===== src/rtl/alu8_pkg.sv =====
`timescale 1ns/1ps
package alu8_pkg;

    typedef enum logic [4:0] {
        OP_ADD  = 5'd0,
        OP_ADC  = 5'd1,
        OP_SUB  = 5'd2,
        OP_SBC  = 5'd3,
        OP_CP   = 5'd4,
        OP_CPC  = 5'd5,
        OP_AND  = 5'd6,
        OP_OR   = 5'd7,
        OP_XOR  = 5'd8,
        OP_COM  = 5'd9,
        OP_NEG  = 5'd10,
        OP_INC  = 5'd11,
        OP_DEC  = 5'd12,
        OP_LSL  = 5'd13,
        OP_LSR  = 5'd14,
        OP_ROL  = 5'd15,
        OP_ROR  = 5'd16,
        OP_ASR  = 5'd17,
        OP_SWAP = 5'd18
    } alu_op_e;

    // operation class picked by the decoder
    typedef enum logic [1:0] {
        CLS_NONE  = 2'd0,
        CLS_ARITH = 2'd1,
        CLS_LOGIC = 2'd2,
        CLS_SHIFT = 2'd3
    } alu_cls_e;

    // flags a unit can produce; S is derived in the merge stage
    typedef struct packed {
        logic h;
        logic v;
        logic n;
        logic z;
        logic c;
    } alu_flags_t;

    localparam int SR_C = 0;
    localparam int SR_Z = 1;
    localparam int SR_N = 2;
    localparam int SR_V = 3;
    localparam int SR_S = 4;
    localparam int SR_H = 5;
    localparam int SR_T = 6;
    localparam int SR_I = 7;

endpackage


===== src/rtl/alu8_arith.sv =====
`timescale 1ns/1ps
module alu8_arith
    import alu8_pkg::*;
#(
    parameter int DW = 8
) (
    input  alu_op_e         op,
    input  logic [DW-1:0]   a,
    input  logic [DW-1:0]   b,
    input  logic            cin,
    output logic [DW-1:0]   res,
    output alu_flags_t      flg,
    output alu_flags_t      upd
);
    localparam int MSB = DW - 1;
    localparam int HB  = DW / 2 - 1;

    logic          is_sub;
    logic          use_c;
    logic          neg_mode;
    logic          step_mode;
    logic [DW-1:0] x_opnd;
    logic [DW-1:0] y_opnd;
    logic          c_eff;
    logic [DW:0]   wide;

    // per-operation control of the shared adder
    always_comb begin
        is_sub    = 1'b0;
        use_c     = 1'b0;
        neg_mode  = 1'b0;
        step_mode = 1'b0;
        unique case (op)
            OP_ADC:          use_c = 1'b1;
            OP_SUB, OP_CP:   is_sub = 1'b1;
            OP_SBC, OP_CPC: begin
                is_sub = 1'b1;
                use_c  = 1'b1;
            end
            OP_NEG: begin
                is_sub   = 1'b1;
                neg_mode = 1'b1;
            end
            OP_INC:          step_mode = 1'b1;
            OP_DEC: begin
                is_sub    = 1'b1;
                step_mode = 1'b1;
            end
            default: ;
        endcase
    end

    always_comb begin
        x_opnd = neg_mode ? '0 : a;
        if (neg_mode)       y_opnd = a;
        else if (step_mode) y_opnd = {{(DW-1){1'b0}}, 1'b1};
        else                y_opnd = b;
        c_eff = use_c & cin;
        if (is_sub)
            wide = {1'b0, x_opnd} - {1'b0, y_opnd} - {{DW{1'b0}}, c_eff};
        else
            wide = {1'b0, x_opnd} + {1'b0, y_opnd} + {{DW{1'b0}}, c_eff};
        res = wide[MSB:0];
    end

    always_comb begin
        flg.c = wide[DW];
        flg.n = res[MSB];
        flg.z = (res == '0);
        if (is_sub) begin
            flg.h = (~x_opnd[HB] & y_opnd[HB]) | (y_opnd[HB] & res[HB]) |
                    (res[HB] & ~x_opnd[HB]);
            flg.v = (x_opnd[MSB] & ~y_opnd[MSB] & ~res[MSB]) |
                    (~x_opnd[MSB] & y_opnd[MSB] & res[MSB]);
        end else begin
            flg.h = (x_opnd[HB] & y_opnd[HB]) | (y_opnd[HB] & ~res[HB]) |
                    (~res[HB] & x_opnd[HB]);
            flg.v = (x_opnd[MSB] & y_opnd[MSB] & ~res[MSB]) |
                    (~x_opnd[MSB] & ~y_opnd[MSB] & res[MSB]);
        end
        // increment and decrement keep C and H
        upd.c = ~step_mode;
        upd.h = ~step_mode;
        upd.v = 1'b1;
        upd.n = 1'b1;
        upd.z = 1'b1;
    end

    always_comb begin
        if (op == OP_SUB || op == OP_CP)
            p_sub_borrow_r3: assert (flg.c == (a < b));
        if (op == OP_ADD)
            p_add_wrap_r2: assert (flg.c == (res < a));
        if (op == OP_NEG && a == '0)
            p_neg_zero_r5: assert (res == '0 && !flg.c);
    end

endmodule


===== src/rtl/alu8_logic.sv =====
`timescale 1ns/1ps
module alu8_logic
    import alu8_pkg::*;
#(
    parameter int DW = 8
) (
    input  alu_op_e         op,
    input  logic [DW-1:0]   a,
    input  logic [DW-1:0]   b,
    output logic [DW-1:0]   res,
    output alu_flags_t      flg,
    output alu_flags_t      upd
);
    localparam int MSB = DW - 1;

    always_comb begin
        unique case (op)
            OP_AND:  res = a & b;
            OP_OR:   res = a | b;
            OP_XOR:  res = a ^ b;
            OP_COM:  res = ~a;
            default: res = a;
        endcase
    end

    always_comb begin
        flg.h = 1'b0;
        flg.v = 1'b0;
        flg.c = 1'b1;
        flg.n = res[MSB];
        flg.z = (res == '0);
        upd.h = 1'b0;
        upd.v = 1'b1;
        upd.n = 1'b1;
        upd.z = 1'b1;
        upd.c = (op == OP_COM);
    end

    always_comb begin
        if (op == OP_COM)
            p_com_inv_r5: assert ((res ^ a) == '1);
    end

endmodule


===== src/rtl/alu8_shift.sv =====
`timescale 1ns/1ps
module alu8_shift
    import alu8_pkg::*;
#(
    parameter int DW = 8
) (
    input  alu_op_e         op,
    input  logic [DW-1:0]   a,
    input  logic            cin,
    output logic [DW-1:0]   res,
    output alu_flags_t      flg,
    output alu_flags_t      upd
);
    localparam int MSB = DW - 1;
    localparam int HB  = DW / 2 - 1;

    logic co;

    always_comb begin
        co = 1'b0;
        unique case (op)
            OP_LSL: begin res = {a[MSB-1:0], 1'b0};  co = a[MSB]; end
            OP_LSR: begin res = {1'b0, a[MSB:1]};    co = a[0];   end
            OP_ROL: begin res = {a[MSB-1:0], cin};   co = a[MSB]; end
            OP_ROR: begin res = {cin, a[MSB:1]};     co = a[0];   end
            OP_ASR: begin res = {a[MSB], a[MSB:1]};  co = a[0];   end
            OP_SWAP: res = {a[HB:0], a[MSB:HB+1]};
            default: res = a;
        endcase
    end

    always_comb begin
        flg.h = 1'b0;
        flg.c = co;
        flg.n = res[MSB];
        flg.z = (res == '0);
        flg.v = res[MSB] ^ co;
        upd.h = 1'b0;
        upd.c = (op != OP_SWAP);
        upd.v = (op != OP_SWAP);
        upd.n = (op != OP_SWAP);
        upd.z = (op != OP_SWAP);
    end

    always_comb begin
        if (op == OP_ASR)
            p_asr_sign_r7: assert (res[MSB] == a[MSB]);
        if (op == OP_LSR)
            p_lsr_fill_r7: assert (!res[MSB]);
        if (op == OP_ROL)
            p_rol_cin_r8: assert (res[0] == cin);
        if (op == OP_ROR)
            p_ror_cin_r8: assert (res[MSB] == cin);
    end

endmodule


===== src/rtl/alu8_flag_merge.sv =====
`timescale 1ns/1ps
module alu8_flag_merge
    import alu8_pkg::*;
(
    input  logic [7:0]  sreg_in,
    input  alu_flags_t  flg,
    input  alu_flags_t  upd,
    output logic [7:0]  sreg_out
);
    always_comb begin
        sreg_out = sreg_in;
        if (upd.c) sreg_out[SR_C] = flg.c;
        if (upd.z) sreg_out[SR_Z] = flg.z;
        if (upd.n) sreg_out[SR_N] = flg.n;
        if (upd.v) sreg_out[SR_V] = flg.v;
        if (upd.h) sreg_out[SR_H] = flg.h;
        if (upd.n || upd.v)
            sreg_out[SR_S] = sreg_out[SR_N] ^ sreg_out[SR_V];
    end

    always_comb begin
        p_keep_it_r10: assert (sreg_out[SR_I] == sreg_in[SR_I] &&
                               sreg_out[SR_T] == sreg_in[SR_T]);
        if (!upd.c)
            p_keep_c_r6: assert (sreg_out[SR_C] == sreg_in[SR_C]);
    end

endmodule


===== src/rtl/alu8_core.sv =====
`timescale 1ns/1ps
module alu8_core
    import alu8_pkg::*;
#(
    parameter int DW = 8
) (
    input  logic [DW-1:0] op_a,
    input  logic [DW-1:0] op_b,
    input  logic          carry_in,
    input  logic [4:0]    op_sel,
    input  logic [7:0]    sreg_in,
    output logic [DW-1:0] result,
    output logic          result_we,
    output logic [7:0]    sreg_out
);
    localparam int MSB = DW - 1;

    alu_op_e    op;
    alu_cls_e   cls;
    logic [DW-1:0] ar_res, lg_res, sh_res;
    alu_flags_t ar_flg, lg_flg, sh_flg, sel_flg;
    alu_flags_t ar_upd, lg_upd, sh_upd, sel_upd;

    assign op = alu_op_e'(op_sel);

    // class decoder
    always_comb begin
        unique case (op)
            OP_ADD, OP_ADC, OP_SUB, OP_SBC, OP_CP, OP_CPC,
            OP_NEG, OP_INC, OP_DEC:             cls = CLS_ARITH;
            OP_AND, OP_OR, OP_XOR, OP_COM:      cls = CLS_LOGIC;
            OP_LSL, OP_LSR, OP_ROL, OP_ROR,
            OP_ASR, OP_SWAP:                    cls = CLS_SHIFT;
            default:                            cls = CLS_NONE;
        endcase
    end

    alu8_arith #(.DW(DW)) u_arith (
        .op (op), .a (op_a), .b (op_b), .cin (carry_in),
        .res (ar_res), .flg (ar_flg), .upd (ar_upd)
    );

    alu8_logic #(.DW(DW)) u_logic (
        .op (op), .a (op_a), .b (op_b),
        .res (lg_res), .flg (lg_flg), .upd (lg_upd)
    );

    alu8_shift #(.DW(DW)) u_shift (
        .op (op), .a (op_a), .cin (carry_in),
        .res (sh_res), .flg (sh_flg), .upd (sh_upd)
    );

    // output selection per class
    always_comb begin
        unique case (cls)
            CLS_ARITH: begin
                result    = ar_res;
                sel_flg   = ar_flg;
                sel_upd   = ar_upd;
                result_we = (op != OP_CP) && (op != OP_CPC);
            end
            CLS_LOGIC: begin
                result    = lg_res;
                sel_flg   = lg_flg;
                sel_upd   = lg_upd;
                result_we = 1'b1;
            end
            CLS_SHIFT: begin
                result    = sh_res;
                sel_flg   = sh_flg;
                sel_upd   = sh_upd;
                result_we = 1'b1;
            end
            default: begin
                result    = op_a;
                sel_flg   = '0;
                sel_upd   = '0;
                result_we = 1'b0;
            end
        endcase
    end

    alu8_flag_merge u_merge (
        .sreg_in (sreg_in), .flg (sel_flg), .upd (sel_upd),
        .sreg_out (sreg_out)
    );

    always_comb begin
        if (op == OP_CP || op == OP_CPC)
            p_cmp_nowrite_r3: assert (!result_we);
        if (op == OP_SWAP)
            p_swap_flags_r9: assert (sreg_out == sreg_in);
        if (op == OP_INC || op == OP_DEC)
            p_incdec_carry_r6: assert (sreg_out[SR_C] == sreg_in[SR_C] &&
                                       sreg_out[SR_H] == sreg_in[SR_H]);
        if (op_sel > 5'd18)
            p_undef_hold_r1: assert (!result_we && sreg_out == sreg_in &&
                                     result == op_a);
        if (op == OP_AND || op == OP_OR || op == OP_XOR)
            p_logic_v_r4: assert (!sreg_out[SR_V] &&
                                  sreg_out[SR_C] == sreg_in[SR_C]);
        if (op == OP_ROL)
            p_rol_out_r8: assert (sreg_out[SR_C] == op_a[MSB]);
    end

endmodule


===== config.mk =====
export PLATFORM = sky130hd
export DESIGN_NAME = alu8_core
export DESIGN_NICKNAME = d
export VERILOG_FILES = /design/src/rtl/alu8_pkg.sv /design/src/rtl/alu8_arith.sv /design/src/rtl/alu8_logic.sv /design/src/rtl/alu8_shift.sv /design/src/rtl/alu8_flag_merge.sv /design/src/rtl/alu8_core.sv
export SDC_FILE = /design/constraint.sdc
export NUM_CORES = 1
export LEC_CHECK = 0
export ABC_AREA = 1
export CAP_MARGIN = 20
export CORE_MARGIN = 1
export CORE_UTILIZATION = 35
export DETAILED_ROUTE_END_ITERATION = 10
export SLEW_MARGIN = 25
export SYNTH_ARGS = -nofsm -noshare
export SYNTH_HDL_FRONTEND = slang
export SYNTH_HIERARCHICAL = 1
export SYNTH_SLANG_ARGS = --single-unit
export TNS_END_PERCENT = 30

===== constraint.sdc =====
create_clock -name vclk -period 4.3
set_clock_uncertainty 0.2 [all_clocks]
set_input_delay 0.43 -clock vclk [all_inputs]
set_output_delay 0.43 -clock vclk [all_outputs]
set_load 0.02 [all_outputs]

==> summary.md, run 1 <==
| Metric | Value |
|---|---|
| X dimension of the die | `104 um` |
| Number of instances in the synthesized netlist | `652` |
| Worst EP arrival | `3490 ps` |
| Die boundary height | `104 um` |
| Largest stage delay on the critical path | `350 ps` |
| Highest attainable clock frequency | `243 MHz` |
| Final period util | `0.959` |
| Required arrival time at the worst endpoint | `3670 ps` |
| Clock tree buffer count of the final layout | `0` |
| Number of top-level pins | `47` |
| Mapped Area | `3630 um^2` |
| Die Outline Area | `10,800 um^2` |
| Area added between synthesis and finish | `35.4%` |
| Top library cells by usage in the layout, fill and taps aside | `sky130_fd_sc_hd__nand2_1 (162), sky130_fd_sc_hd__inv_1 (90), sky130_fd_sc_hd__buf_4 (82)` |
| Number of I/O port buffers | `43` |
| Antenna violations before repair | `0` |
| Cell seen most often among critical-path stages | `sky130_fd_sc_hd__nand3_1` |
| Kind of critical path | `primary input to output port` |
| Min-delay worst type | `primary input to output port` |
| Placed wire-length estimate after detailed placement | `9220 um` |
| Startpoint type of the worst setup path | `primary input` |
| Initial standard-cell utilization of the core | `0.366` |
| Crit path cell chain | `dlygate4sd2_1 > inv_2 > buf_6 > nand3_4 > buf_6 > nand3_1 > o21ai_1 > ha_1 > a21oi_1 > nand2_2 > buf_4 > or2_1 > nand3_1 > nand2_1 > o21ai_1 > nand3_1 > nand2_1 > inv_1 > nand2_1 > nand3_1 > mux2_2 > buf_2` |
| Fin crit period | `4120 ps` |
| Remaining routing DRC violations | `0` |
| Max-Slew Margin vs Limit | `0.644` |
| Total Routed Length | `11,700 um` |
| Wire length of the first global-routing pass | `19,300 um` |
| Mean routed wirelength per cell | `13.1 um` |
| All-layer global routing usage | `0.213` |
| Most common cell after layout, fill and taps aside | `sky130_fd_sc_hd__nand2_1` |
| Number of violations of the max-capacitance limit | `0` |
| Average via count per standard cell | `4.94` |
| Final-stage net count | `830` |
| Detailed-route via count | `4,398` |
| Leakage power figure | `0.00264 uW` |
| Sequential element share of the synthesized area | `0` |
| Pwr dens | `148 nW/um^2` |
| Multi-input gate area in the final layout | `3240 um^2` |
| Placer's final routability congestion estimate | `0.872` |
| Combined flip-flop and latch cell area | `0 um^2` |
| Seq cells | `0` |
| Run status | `finished, final reports clean` |
| Post-Synthesis Mean Instance Area | `5.56 um^2` |
| Ant. Diodes | `0` |
| Final hold vios | `0` |
| Detailed-router iteration count before antenna repair | `5` |
| Vias in the first global route | `4,203` |
| Final sum of negative setup slack | `0 ps` |
| Proportion of layout cells with a drive suffix above 1 | `0.289` |
| Cts-stage hold buffer count | `0` |
| Residual overflow from global routing | `0` |
| Initial DRC count | `212` |
| Max-slew violations | `0` |
| Fill count | `1,051` |
| Least-Margin Pin Slew | `533 ps` |
| Warnings, synthesis | `6` |
| Final setup violation count | `0` |
| Pin count of the biggest net entering global routing | `25` |
| Utilization after layout | `0.496` |
| Largest voltage drop on the vdd net | `0.0664 mV` |
| Core ar. | `9910 um^2` |
| Number of nets still failing antenna checks after routing | `0` |
| Cell with the largest stage delay on the worst path | `sky130_fd_sc_hd__ha_1` |
| Setup repair after global routing missed its margin | `yes` |
| Endpoint type of the worst setup path | `output port` |
| Distinct cell type count after synthesis | `45` |
| Maximum fanout along the worst path | `6` |
| Placement row count | `36` |
-- layout make-up --
cell class	count	area share
Timing Repair Buffer	130	0.218
Tap cell	133	0.0339
Multi-Input combinational cell	515	0.660
Inverter	112	0.0876
-- final timing paths --
path              slack, ps       start           to  cells past startpoint
setup / recovery        180   op_sel[0]  sreg_out[5]                     22
hold / removal          660  sreg_in[6]  sreg_out[6]                      0
-- stage by stage --
stage | hold WS [ps] | total power (uW) | cells | worst slack (ps) | area, um^2
2_1_floorplan | 773 | 429 | 660 | 381 | 3660
5_1_grt | 660 | 807 | 890 | -18.6 | 4910
4_1_cts | 660 | 701 | 887 | 61.4 | 4810
3_5_place_dp | 660 | 675 | 879 | -650 | 4570
3_3_place_gp | 660 | 666 | 879 | -616 | 4570
6_report | 660 | 729 | 890 | 177 | 4910
-- cell families after synthesis --
| family | after synthesis | synth area share |
|---|---|---|
| AOI/OAI and AO/OA | 53 | 0.0949 |
| adders and majority gates | 41 | 0.150 |
| other | 4 | 0.00414 |
| buffers and inverters | 146 | 0.190 |
| xor gates and xnor gates | 6 | 0.0145 |
| muxes | 3 | 0.00931 |
| and+or+nand+nor | 399 | 0.537 |
-- cells in the mapped netlist, drive strengths merged --
master,number,share of area
fa,4,0.022
mux2,3,0.0093
o21a,2,0.0041
nand3b,1,0.0021
a21o,1,0.0021
xor2,4,0.0097
a31oi,3,0.0052
conb,4,0.0041
o21ai,18,0.030
nand4,33,0.057
a22o,1,0.0024
inv,110,0.12
ha,37,0.13
a21oi,23,0.035
nor2,81,0.11
clkinv,2,0.0021
xnor2,2,0.0048
or2,2,0.0034
o31ai,1,0.0021
o211ai,2,0.0069
buf,33,0.071
o21bai,2,0.0072
and2,1,0.0017
nor3,3,0.0055
nand3,91,0.14
clkbuf,1,0.0010
nand2,187,0.22
-- report_power, final --
group / total, uW / switching, uW / internal [uW]
registers: 0 / 0 / 0
clock network: 0 / 0 / 0
logic: 729 / 409 / 320
total: 729 / 409 / 320
-- repair_timing --
action,in CTS,in global routing
cloned,1,0
buffers inserted,7,3
setup endpoints to repair,13,11
resized for setup,77,28
pin swaps,13,11
-- critical path, delay by kind of cell --
kind	cells	cell delay [ps]
and+or+nand+nor	10	1040
buffers and inverters	7	1020
AOI/OAI and AO/OA	3	370
adders and majority gates	1	350
muxes	1	260
-- routing by layer --
metal,part of all wire,vias up,GRT usage
met5,0,-,0
met4,0.017,0,0.0378
met3,0.049,14,0.00755
met2,0.49,119,0.398
met1,0.44,1999,0.273
li1,-,2266,-
Power figures use the tool's default switching activity.
==> inputs of run 2 (changes only) <==
SETUP_SLACK_MARGIN = 0.05   (was not set)
==> run 2 against run 1 <==
Die area unchanged; final cell count grew 0.22%; highest routed layer unchanged; core utilization rose by 1.1 points; critical endpoint is now result[6]; critical path depth is 2 lower; largest cell class unchanged; global-route usage is the same.
==> summary.md, run 2 (synthesized netlist as in run 1, its figures left out) <==
| Metric | Value |
|---|---|
| Die Outline Area | `10,800 um^2` |
| Placement row count | `36` |
| Combined flip-flop and latch cell area | `0 um^2` |
| Placer's final routability congestion estimate | `0.872` |
| Buffer and inverter count on the worst path | `7` |
| Detailed-route via count | `4,443` |
| Most common cell after layout, fill and taps aside | `sky130_fd_sc_hd__nand2_1` |
| Residual overflow from global routing | `0` |
| Critical path origin | `op_sel[0]` |
| Worst EP arrival | `3430 ps` |
| Worst hold slack across all endpoints | `660 ps` |
| Proportion of layout cells with a drive suffix above 1 | `0.307` |
| Post-DP Area | `4570 um^2` |
| Core ar. | `9910 um^2` |
| Leakage power figure | `0.00266 uW` |
| Final-stage net count | `832` |
| Max-Slew Margin vs Limit | `0.643` |
| Initial DRC count | `222` |
| Mean routed wirelength per cell | `13.3 um` |
| Fill count | `1,028` |
| X dimension of the die | `104 um` |
| Number of cells traversed by the worst hold path | `0` |
| Die boundary height | `104 um` |
| Uppermost layer routed | `met4` |
| Top library cells by usage in the layout, fill and taps aside | `sky130_fd_sc_hd__nand2_1 (159), sky130_fd_sc_hd__inv_1 (87), sky130_fd_sc_hd__buf_4 (83)` |
| Crit path cell chain | `clkdlybuf4s15_1 > inv_2 > o211ai_4 > nand3_1 > o21ai_1 > buf_4 > ha_4 > ha_4 > buf_4 > a21oi_4 > nand3_1 > nand2_1 > nand3_1 > nand2_1 > buf_4 > inv_1 > nor2_2 > nor2_1 > a21oi_2 > dlygate4sd2_1` |
| Cell with the largest stage delay on the worst path | `sky130_fd_sc_hd__dlygate4sd2_1` |
| Fin crit period | `4060 ps` |
| Length of routed met2 wiring | `5880 um` |
| Startpoint of the worst hold path | `sreg_in[6]` |
| Placed wire-length estimate after detailed placement | `9220 um` |
| Ant. Diodes | `0` |
| Number of violations of the max-capacitance limit | `0` |
| Met1 layer wirelength in the final routing | `5240 um` |
| Pin count of the biggest net entering global routing | `25` |
| Final hold vios | `0` |
| Pwr dens | `150 nW/um^2` |
| Initial standard-cell utilization of the core | `0.366` |
| Run status | `finished, final reports clean` |
| Max-slew violations | `0` |
| Final sum of negative setup slack | `0 ps` |
| Remaining routing DRC violations | `0` |
| Startpoint type of the worst setup path | `primary input` |
| Endpoint type of the worst setup path | `output port` |
| Required arrival time at the worst endpoint | `3670 ps` |
| Seq cells | `0` |
| Highest attainable clock frequency | `246 MHz` |
| Final setup violation count | `0` |
| Largest stage delay on the critical path | `330 ps` |
| Average via count per standard cell | `4.98` |
| Number of logic stages on the critical path including buffering | `20` |
| Detailed-router iteration count before antenna repair | `5` |
| Routed met3 length | `541 um` |
| Utilization after layout | `0.506` |
| Number of top-level pins | `47` |
| Clock tree buffer count of the final layout | `0` |
| Number of nets still failing antenna checks after routing | `0` |
| Wire length of the first global-routing pass | `19,300 um` |
| Number of I/O port buffers | `43` |
| Final period util | `0.944` |
| Area added between synthesis and finish | `38.4%` |
| Total non-filler cell area in the finished layout | `5020 um^2` |
| Maximum fanout along the worst path | `6` |
| Least-Margin Pin Slew | `534 ps` |
| Crit path max-delay family | `buffers and inverters` |
| Min-delay worst type | `primary input to output port` |
| Largest voltage drop on the vdd net | `0.0666 mV` |
| All-layer global routing usage | `0.213` |
| Vias in the first global route | `4,203` |
| Total Routed Length | `11,900 um` |
| Antenna violations before repair | `0` |
| Kind of critical path | `primary input to output port` |
==> run 2: through the flow <==
| step | setup WS, ps | total power, uW | instances |
|---|---|---|---|
| after floorplan | 381 | 429 | 660 |
| after global placement | -616 | 666 | 879 |
| after detailed placement | -650 | 675 | 879 |
| after CTS | 61.4 | 701 | 887 |
| after global routing | -22.1 | 834 | 892 |
| final | 240 | 755 | 892 |
==> run 2: final cells by class <==
class,instances,area (um^2),area share
inverters,112,430,0.0858
well taps,133,166,0.0332
repair buffers,132,1090,0.217
multi-input cells,515,3330,0.664
==> run 2: power by group <==
group | switching (uW) | internal (uW) | total, uW | leakage [uW]
Sequential | 0 | 0 | 0 | 0
Clock | 0 | 0 | 0 | 0
Combinational | 424 | 331 | 755 | 0.00266
==> run 2: timing repair <==
item | in CTS | in global routing
cloned | 1 | 0
resized for setup | 77 | 48
buffers inserted | 7 | 6
pin swaps | 13 | 34
hold buffers | 0 | 0
setup endpoints to repair | 13 | 12
==> run 2: per-layer routing <==
layer	vias to the layer above	GRT usage
met5	-	0
met3	14	0.00755
li1	2269	-
met1	2042	0.273
met2	118	0.398
met4	0	0.0378
==> run 2: worst paths after layout <==
path / slack (ps) / endpoint
setup / recovery: 240 / result[6]
hold / removal: 660 / sreg_out[6]
